`src/rtl/simd_pkg.sv`:
```
package simd_pkg;

  typedef enum logic [3:0] {
    OP_NOP   = 4'd0,
    OP_LDA   = 4'd1,
    OP_STA   = 4'd2,
    OP_ADD   = 4'd3,
    OP_LDI   = 4'd4,
    OP_LID   = 4'd5,
    OP_SETX  = 4'd6,
    OP_CMPEQ = 4'd8,
    OP_CMPLT = 4'd9,
    OP_ANDLT = 4'd10,
    OP_ENALL = 4'd15
  } op_e;

  // per-lane test-result register; enable is one of its fields
  typedef struct packed {
    logic eq;
    logic lt;
    logic en;
  } test_t;

  function automatic logic is_test_op(input op_e op);
    return (op == OP_CMPEQ) || (op == OP_CMPLT) ||
           (op == OP_ANDLT) || (op == OP_ENALL);
  endfunction

endpackage

```
`src/rtl/simd_issue.sv`:
```
module simd_issue
  import simd_pkg::*;
#(
  parameter int ADDR_W = 4,
  parameter int DATA_W = 16
) (
  input  logic              clk,
  input  logic              rst_n,
  input  logic              in_valid,
  output logic              in_ready,
  input  op_e               in_op,
  input  logic [ADDR_W-1:0] in_base,
  input  logic [DATA_W-1:0] in_imm,
  input  logic [ADDR_W-1:0] in_cidx,
  output logic              accept_o,
  output logic [ADDR_W-1:0] shared_sum_o,
  output logic              exec_o,
  output op_e               op_o,
  output logic [DATA_W-1:0] imm_o
);

  logic              exec_q, exec_d;
  op_e               op_q, op_d;
  logic [DATA_W-1:0] imm_q, imm_d;

  assign in_ready     = rst_n & ~exec_q;
  assign accept_o     = in_valid & in_ready;
  // base plus central index is common to all lanes: formed once here
  assign shared_sum_o = in_base + in_cidx;

  always_comb begin
    exec_d = accept_o;
    op_d   = op_q;
    imm_d  = imm_q;
    if (accept_o) begin
      op_d  = in_op;
      imm_d = in_imm;
    end
  end

  always_ff @(posedge clk or negedge rst_n) begin
    if (!rst_n) begin
      exec_q <= 1'b0;
      op_q   <= OP_NOP;
      imm_q  <= '0;
    end else begin
      exec_q <= exec_d;
      op_q   <= op_d;
      imm_q  <= imm_d;
    end
  end

  assign exec_o = exec_q;
  assign op_o   = op_q;
  assign imm_o  = imm_q;

endmodule

```
`src/rtl/simd_addr_gen.sv`:
```
module simd_addr_gen #(
  parameter int ADDR_W = 4
) (
  input  logic [ADDR_W-1:0] shared_sum,
  input  logic [ADDR_W-1:0] local_idx,
  output logic [ADDR_W-1:0] eff_addr
);

  // carry out of the top bit is dropped: wraps modulo the memory depth
  assign eff_addr = shared_sum + local_idx;

endmodule

```
`src/rtl/simd_lane.sv`:
```
module simd_lane
  import simd_pkg::*;
#(
  parameter int ADDR_W  = 4,
  parameter int DATA_W  = 16,
  parameter int LANE_ID = 0
) (
  input  logic              clk,
  input  logic              rst_n,
  input  logic              accept,
  input  logic [ADDR_W-1:0] shared_sum,
  input  logic              exec,
  input  op_e               op,
  input  logic [DATA_W-1:0] imm,
  output logic [DATA_W-1:0] acc_o,
  output logic [ADDR_W-1:0] idx_o,
  output test_t             test_o
);

  localparam int DEPTH = 1 << ADDR_W;

  logic [DATA_W-1:0] acc_q, acc_d;
  logic [ADDR_W-1:0] idx_q, idx_d;
  logic [ADDR_W-1:0] addr_q, addr_d;
  test_t             test_q, test_d;
  logic              mem_we;
  logic [DATA_W-1:0] mem [DEPTH];
  logic [DATA_W-1:0] rd_data;
  logic [ADDR_W-1:0] eff_addr;
  logic              lt_r, eq_r;

  simd_addr_gen #(.ADDR_W(ADDR_W)) u_agen (
    .shared_sum (shared_sum),
    .local_idx  (idx_q),
    .eff_addr   (eff_addr)
  );

  assign rd_data = mem[addr_q];
  assign lt_r    = acc_q < imm;
  assign eq_r    = acc_q == imm;

  always_comb begin
    addr_d = accept ? eff_addr : addr_q;
    acc_d  = acc_q;
    idx_d  = idx_q;
    test_d = test_q;
    mem_we = 1'b0;
    if (exec) begin
      unique case (op)
        OP_CMPEQ: begin
          test_d.lt = lt_r;
          test_d.eq = eq_r;
          test_d.en = eq_r;
        end
        OP_CMPLT: begin
          test_d.lt = lt_r;
          test_d.eq = eq_r;
          test_d.en = lt_r;
        end
        OP_ANDLT: begin
          test_d.lt = lt_r;
          test_d.eq = eq_r;
          test_d.en = test_q.en & lt_r;
        end
        OP_ENALL: test_d.en = 1'b1;
        default: begin
          if (test_q.en) begin
            unique case (op)
              OP_LDA:  acc_d  = rd_data;
              OP_STA:  mem_we = 1'b1;
              OP_ADD:  acc_d  = acc_q + imm;
              OP_LDI:  acc_d  = imm;
              OP_LID:  acc_d  = DATA_W'(LANE_ID);
              OP_SETX: idx_d  = acc_q[ADDR_W-1:0];
              default: ;
            endcase
          end
        end
      endcase
    end
  end

  always_ff @(posedge clk or negedge rst_n) begin
    if (!rst_n) begin
      acc_q     <= '0;
      idx_q     <= '0;
      addr_q    <= '0;
      test_q.en <= 1'b1;
      test_q.lt <= 1'b0;
      test_q.eq <= 1'b0;
    end else begin
      acc_q  <= acc_d;
      idx_q  <= idx_d;
      addr_q <= addr_d;
      test_q <= test_d;
    end
  end

  // local memory: no reset, written only with its clock enable
  always_ff @(posedge clk) begin
    if (mem_we) mem[addr_q] <= acc_q;
  end

  assign acc_o  = acc_q;
  assign idx_o  = idx_q;
  assign test_o = test_q;

endmodule

```
`src/rtl/simd_lane_array.sv`:
```
module simd_lane_array
  import simd_pkg::*;
#(
  parameter int LANES  = 8,
  parameter int ADDR_W = 4,
  parameter int DATA_W = 16
) (
  input  logic                     clk,
  input  logic                     rst_n,
  input  logic                     instr_valid,
  output logic                     instr_ready,
  input  logic [3:0]               instr_op,
  input  logic [ADDR_W-1:0]        instr_base,
  input  logic [DATA_W-1:0]        instr_imm,
  input  logic [ADDR_W-1:0]        central_idx,
  output logic [LANES*DATA_W-1:0]  lane_acc_o,
  output logic [LANES*ADDR_W-1:0]  lane_idx_o,
  output logic [LANES-1:0]         lane_en_o,
  output logic [LANES-1:0]         lane_lt_o,
  output logic [LANES-1:0]         lane_eq_o
);

  logic [1:0]        rst_pipe;
  logic              rst_sync_n;
  logic              accept;
  logic [ADDR_W-1:0] shared_sum;
  logic              exec_q;
  op_e               op_q;
  logic [DATA_W-1:0] imm_q;

  // asynchronous assertion, synchronous release
  always_ff @(posedge clk or negedge rst_n) begin
    if (!rst_n) rst_pipe <= 2'b00;
    else        rst_pipe <= {rst_pipe[0], 1'b1};
  end
  assign rst_sync_n = rst_pipe[1];

  simd_issue #(.ADDR_W(ADDR_W), .DATA_W(DATA_W)) u_issue (
    .clk          (clk),
    .rst_n        (rst_sync_n),
    .in_valid     (instr_valid),
    .in_ready     (instr_ready),
    .in_op        (op_e'(instr_op)),
    .in_base      (instr_base),
    .in_imm       (instr_imm),
    .in_cidx      (central_idx),
    .accept_o     (accept),
    .shared_sum_o (shared_sum),
    .exec_o       (exec_q),
    .op_o         (op_q),
    .imm_o        (imm_q)
  );

  for (genvar g = 0; g < LANES; g++) begin : g_lane
    test_t t;
    simd_lane #(.ADDR_W(ADDR_W), .DATA_W(DATA_W), .LANE_ID(g)) u_lane (
      .clk        (clk),
      .rst_n      (rst_sync_n),
      .accept     (accept),
      .shared_sum (shared_sum),
      .exec       (exec_q),
      .op         (op_q),
      .imm        (imm_q),
      .acc_o      (lane_acc_o[g*DATA_W +: DATA_W]),
      .idx_o      (lane_idx_o[g*ADDR_W +: ADDR_W]),
      .test_o     (t)
    );
    assign lane_en_o[g] = t.en;
    assign lane_lt_o[g] = t.lt;
    assign lane_eq_o[g] = t.eq;
  end

endmodule

```
`config.mk`:
```
export PLATFORM = sky130hd
export DESIGN_NAME = simd_lane_array
export DESIGN_NICKNAME = d
export VERILOG_FILES = /design/src/rtl/simd_pkg.sv /design/src/rtl/simd_issue.sv /design/src/rtl/simd_addr_gen.sv /design/src/rtl/simd_lane.sv /design/src/rtl/simd_lane_array.sv
export SDC_FILE = /design/constraint.sdc
export NUM_CORES = 2
export LEC_CHECK = 0
export ABC_AREA = 0
export BUFFER_PORTS_ARGS = -buffer_cell sky130_fd_sc_hd__buf_2
export CELL_PAD_IN_SITES_DETAIL_PLACEMENT = 0
export CELL_PAD_IN_SITES_GLOBAL_PLACEMENT = 1
export CORE_MARGIN = 2
export CORE_UTILIZATION = 45
export CTS_CLUSTER_SIZE = 30
export DETAILED_ROUTE_END_ITERATION = 8
export GPL_TIMING_DRIVEN = 0
export HOLD_SLACK_MARGIN = 0.05
export PLACE_DENSITY = 0.69
export SYNTH_ARGS = -nofsm -noshare
export SYNTH_HDL_FRONTEND = slang
export SYNTH_SLANG_ARGS = --single-unit
```
`constraint.sdc`:
```
create_clock -name clk -period 7.2 [get_ports clk]
set_input_delay 1.8 -clock clk [delete_from_list [all_inputs] [get_ports clk]]
set_output_delay 1.8 -clock clk [all_outputs]
set_load 0.02 [all_outputs]
```
Word-level counts from Yosys, hierarchy flattened:

Memory sizes are Yosys's and may differ from the RTL's.
Index checks and enable logic that the tools add are counted.

* register bits after elaboration: 239
* memory bits (writable): 2048
* bits of input ports: 31
* memories: 8

Memories
* g_lane[0].u_lane.mem: depth 16, width 16, rd ports 1, clocked after memory_dff 0, write ports 1, RTL line simd_lane.sv:27 `logic [DATA_W-1:0] mem [DEPTH];`
* g_lane[1].u_lane.mem: depth 16, width 16, rd ports 1, clocked after memory_dff 0, write ports 1, RTL line simd_lane.sv:27
* g_lane[2].u_lane.mem: depth 16, width 16, rd ports 1, clocked after memory_dff 0, write ports 1, RTL line simd_lane.sv:27
* g_lane[3].u_lane.mem: depth 16, width 16, rd ports 1, clocked after memory_dff 0, write ports 1, RTL line simd_lane.sv:27
* g_lane[4].u_lane.mem: depth 16, width 16, rd ports 1, clocked after memory_dff 0, write ports 1, RTL line simd_lane.sv:27
* g_lane[5].u_lane.mem: depth 16, width 16, rd ports 1, clocked after memory_dff 0, write ports 1, RTL line simd_lane.sv:27
* 2 more memories

* add/subtract/negate cells: 17
* order comparisons: 8
* equal/unequal tests: 18
* muxes and demuxes: 57
* bitwise operators: 12
* reduce and logical (&&, ||, !) cells: 22

Operators by type and width (count)
* $pmux 16 s4: 8
* $add 16x16->16: 8
* $eq 16x16->1: 8
* $lt 16x16->1: 8
* $reduce_and 4->1: 16
* $mux 1: 41
* $add 4x4->4: 9
* $pmux 1 s4: 8
* $eq 4x4->1 const B: 4
* $eq 4x3->1 const B: 3
* $and 1x1->1: 10
* $eq 4x2->1 const B: 2
* $reduce_bool 4->1: 2
* $eq 4x1->1 const B: 1
* $reduce_and 2->1: 2
* $reduce_or 4->1: 1
* $reduce_or 3->1: 1
* $not 1->1: 2

Longest topological paths before layout:

* depth in word-level cells: 7
* depth in mapped cells: 11

Modules after synthesis:

A second synthesis with hierarchy kept.

* cell total of the unflattened synthesis: 5820
* area, all modules: 100382.5 um^2

By module, submodules not included
* simd_lane (g_lane[7].u_lane): instances 1, cells each 727, area each 12462.0 um^2
* simd_lane (g_lane[4].u_lane): instances 1, cells each 728, area each 12429.4 um^2
* simd_lane (g_lane[1].u_lane): instances 1, cells each 719, area each 12374.4 um^2
* simd_lane (g_lane[5].u_lane): instances 1, cells each 710, area each 12331.8 um^2
* simd_lane (g_lane[6].u_lane): instances 1, cells each 704, area each 12293.0 um^2
* simd_lane (g_lane[3].u_lane): instances 1, cells each 709, area each 12279.3 um^2
* simd_lane (g_lane[2].u_lane): instances 1, cells each 700, area each 12209.2 um^2
* simd_lane (g_lane[0].u_lane): instances 1, cells each 693, area each 12184.2 um^2
* simd_issue: instances 1, cells each 55, area each 964.7 um^2
* simd_addr_gen: instances 8, cells each 9, area each 100.1 um^2
* simd_lane_array: instances 1, cells each 3, area each 53.8 um^2

Worst setup path after synthesis:

No wires, ideal clock.

* path kind: reg2out
* start point: register rst_pipe[1]
* end point: output port instr_ready
* data arrival time: 6.084 ns
* path slack: -0.684 ns
* cell stages (with the launch flop): 2
* path through: dfrtp_1 -> nor2b_1

* cells in the longest elaborated chain, start to end: 1

Ends and longest elaborated chain
* start, declared: RTL line simd_lane_array.sv:23 `logic [1:0] rst_pipe;`
* start signal, assigned: RTL line simd_lane_array.sv:34 `else rst_pipe <= {rst_pipe[0], 1'b1};`
* $and 1x1->1: RTL line simd_issue.sv:26 `assign in_ready = rst_n & ~exec_q;`
* end, declared: RTL line simd_lane_array.sv:11 `output logic instr_ready,`

Every way passes these cells.

Worst setup path in the final report:

* start point: register u_issue.op_q[3] (netlist: u_issue.op_o[3])
* end point: memory g_lane[6].u_lane.mem[12][15], enable pin

* cells in the longest elaborated chain, start to end: 7
* elaborated cells between the ends (all ways): 12
* those cells by class: eq/ne (5); mux (6); reduce/logical (1)

Ends and longest elaborated chain
* start, declared: RTL line simd_issue.sv:23 `op_e op_q, op_d;`
* start signal, assigned: RTL line simd_issue.sv:48 `op_q <= op_d;`
* $eq 4x2->1: RTL line simd_lane.sv:68 `unique case (op)`
* $mux 1: RTL line simd_lane.sv:68
* $mux 1: RTL line simd_lane.sv:67 `if (test_q.en) begin`
* $mux 1 (*): RTL line simd_lane.sv:49 `unique case (op)`
* $mux 1 (*): RTL line simd_lane.sv:48 `if (exec) begin`
* $mux 1 (*): RTL line simd_lane.sv:101 `if (mem_we) mem[addr_q] <= acc_q;`
* $mux 1 (not written as such) (*): RTL line simd_lane.sv:101
* end, declared: RTL line simd_lane.sv:27

Mark *: on every way between the ends. The rest lies on a longest branch, timed or not.

==> metrics <==
period utilization 73.4%; Iteration-0 DRC Markers 6,296; r2r endpoint g_lane[6].u_lane.mem[12][15]$_DFFE_PP_; largest net degree at the start of global routing 67; Setup Crit Path Kind reg -> reg; cell family with most CP delay buffers and inverters; CP Cell Sequence clkbuf_1 -> nor3_2 -> clkbuf_2 -> buf_2 -> nand4_1 -> nor3_2 -> buf_6; Die Y 469 µm; row count 170; Min-Delay Path Class reg -> reg; WHS Endpoint rst_pipe[1]$_DFF_PN0_; critical path launch point type flop; FF/Latch Area 0.0675 mm²; final core occ 52.5%; CP max stage cell nor3_2; nets 6,358; clk_skew 0.0571 ns; power per cell area 378 mW/mm²; Hold Fails Final Rpt 0; flops & latches, synth 2,287; CP arrival 5.85 ns; first-pass GRT wire length 409 mm; sequential-to-total area share from yosys stat 69.3%; routability cong. 0.931; die area 0.220 mm²; clk_lat worst skew 0.90 ns; router iterations before antenna repair 9; hpwl dp 201 mm; biggest area consumer among synthesized cells edfxtp_1; cell repeated most along the worst path nor3_2; WHS 0.358 ns; Slew Viols, Final 22; Max Root-Sink Buffers 3; via/cell ratio 6.05; quantity of I/O buffers inserted on ports 215; post-CTS sizing 0; status finished with violations; Worst Setup End Kind flop; clk sinks 2,287; failing checks capacitance limit, slew limit; multi-input gate area in the final layout 0.0289 mm²; synth top area cells edfxtp_1 63%, mux4_2 15%, dfrtp_1 5.9%; average routed wire per standard cell 31.9 µm; Yosys top cell area share 63.1%; CTS tree yes; Finished Cell Area 0.113 mm²; Critical R2R Launch u_issue.op_o[3]$_DFFE_PN0P_; sum of routed wire length over all layers 289 mm; Slew @ Worst Pin 1.57 ns; Final Setup Violations 0; Yosys cell types 82; synthesized area 0.0975 mm²; post-route ant nets 0; clock slew at the register clock pins of the worst setup and hold paths 0.06 ns; Via Count 54,920; most common cell in the netlist edfxtp_1; Worst path max stage delay 0.92 ns; syn nets 5,743; antenna violations before repair 14; ys async rst share 10.5%; clk root buf clkbuf_16; Post-Syn Area per Cell 18.0 µm²; vias in the first global route 53,786; reg2reg setup slack 1.91 ns; Leak Pwr 38.5 nW; Worst Hold Path Cells 0; gr usage total 26.1%; # fillers 16,924; Yosys warning count 0; EDFF count, synth 2,048; total gr overflow 0; H-tree Lvls 4; Worst Min Path Start rst_pipe[0]$_DFF_PN0_; CP bufs+invs 4; Worst Path Required 7.76 ns; Max Cap Viol 3; worst r2r path cells 7; Setup Buffers After CTS 0; Synth top cells by count 2,048 x edfxtp_1, 636 x mux4_2, 319 x nand2_1, 285 x nor2_1, 275 x ha_1; synthesis-to-layout area growth 15.9%; Max Freq 189 MHz; Initial Util 45.3%; layout cells sized above 1 26.6%; DRC Markers 0; maximum vdd drop 0.297 mV; core box area 0.215 mm²; Tmin final 5.29 ns; synthesized instance count 5,420; slew margin rel. -4.84%; Die W 469 µm; Synth Flop Type edfxtp_1; Post-DP Area 0.105 mm²; hold_buf cts 0; RSZ-0062 raised after global routing false; TritonCTS Buffers 227; Crit Path Max Fanout 10; io pins 216
[final cells by class]
cell class / instances / share of cell area, %
Antenna cell: 3 / 0.00665
Tap cell: 2838 / 3.14
Sequential cell: 2287 / 59.8
Timing Repair Buffer: 386 / 3.46
Buffer: 266 / 1.02
Clock inverter: 145 / 1.32
Clock buffer: 279 / 5.36
Inverter: 113 / 0.376
Multi-Input combinational cell: 2754 / 25.6
[cell families after synthesis]
logic type | Yosys count | share of synthesized area, %
DFF | 2287 | 69.3
xor gates and xnor gates | 119 | 1.08
AOI/OAI and AO/OA | 749 | 4.73
adders and majority gates | 292 | 3.88
and+or+nand+nor | 912 | 4.26
other | 1 | 0.00385
muxes | 681 | 15.2
buffers and inverters | 379 | 1.60
[placed cells by master, fill, tap and decap left out, types with 52 or more instances in the layout]
master / netlist / routed
nor2_1: 285 / 188
nor2_2: 0 / 97
o21ai_1: 122 / 123
a21oi_1: 205 / 198
buf_8: 0 / 78
ha_1: 275 / 275
o21ai_0: 151 / 150
buf_2: 73 / 290
edfxtp_1: 2048 / 2048
clkinv_1: 1 / 52
clkbuf_16: 0 / 231
buf_6: 3 / 52
inv_1: 106 / 106
dfrtp_1: 231 / 228
mux4_2: 636 / 636
clkbuf_1: 157 / 188
nand2_1: 319 / 319
xnor2_1: 90 / 89
[where the power goes]
part	internal, W	switching [W]	total (W)
sequential	0.0166	0.00268	0.0193
combinational	0.00482	0.00671	0.0115
clock	0.00681	0.00514	0.0120
total	0.0282	0.0145	0.0427
[sequential cells by signal, indices dropped and copies added, names as in the netlist]
signal and cells:
g_lane.u_lane.test_o 24, g_lane.u_lane.addr_q 32, g_lane.u_lane.idx_o 32, u_issue.imm_o 16, g_lane.u_lane.acc_o 128, g_lane.u_lane.mem 2048, u_issue.op_o 4, u_issue.exec_o 1
rst_pipe 2
[metrics by stage]
step | std cells | setup WS, ns | total power, W | TNS, ns
after floorplan | 5420 | 1.76 | 0.0260 | 0
after global placement | 8473 | -1.23 | 0.0307 | -114.69
after detailed placement | 8643 | 2.05 | 0.0310 | 0
after CTS | 9067 | 2.11 | 0.0429 | 0
after global routing | 9070 | 2.11 | 0.0444 | 0
final | 9071 | 1.91 | 0.0427 | 0
[how the worst max path moves through the flow]
| stage | start | to | slack (ns) | cells past startpoint |
|---|---|---|---|---|
| 2_1_floorplan | rst_pipe[1]$_DFF_PN0_ | instr_ready | 1.76 | 1 |
| 3_3_place_gp | rst_pipe[1]$_DFF_PN0_ | g_lane[1].u_lane.addr_q[1]$_DFFE_PN0P_ | -1.23 | 6 |
| 3_5_place_dp | instr_base[0] | g_lane[7].u_lane.addr_q[3]$_DFFE_PN0P_ | 2.05 | 11 |
| 4_1_cts | u_issue.op_o[3]$_DFFE_PN0P_ | g_lane[6].u_lane.mem[12][15]$_DFFE_PP_ | 2.11 | 7 |
| 5_1_grt | u_issue.op_o[3]$_DFFE_PN0P_ | g_lane[6].u_lane.mem[12][14]$_DFFE_PP_ | 2.11 | 7 |
| 6_report | u_issue.op_o[3]$_DFFE_PN0P_ | g_lane[6].u_lane.mem[12][15]$_DFFE_PP_ | 1.91 | 7 |
[worst register-to-register path: stages (launching register included)]
cell	delay, ns
dfrtp_1	0.49
clkbuf_1	0.30
nor3_2	0.92
clkbuf_2	0.88
buf_2	0.85
nand4_1	0.42
nor3_2	0.83
buf_6	0.27
[metal layers]
layer	GRT usage [%]	share of wire [%]
met5	0	0.0073
met1	36.4	41
met2	41.1	47
met4	11.1	4.8
met3	4.14	7.0
No activity file was read; power rests on OpenSTA's default activity.
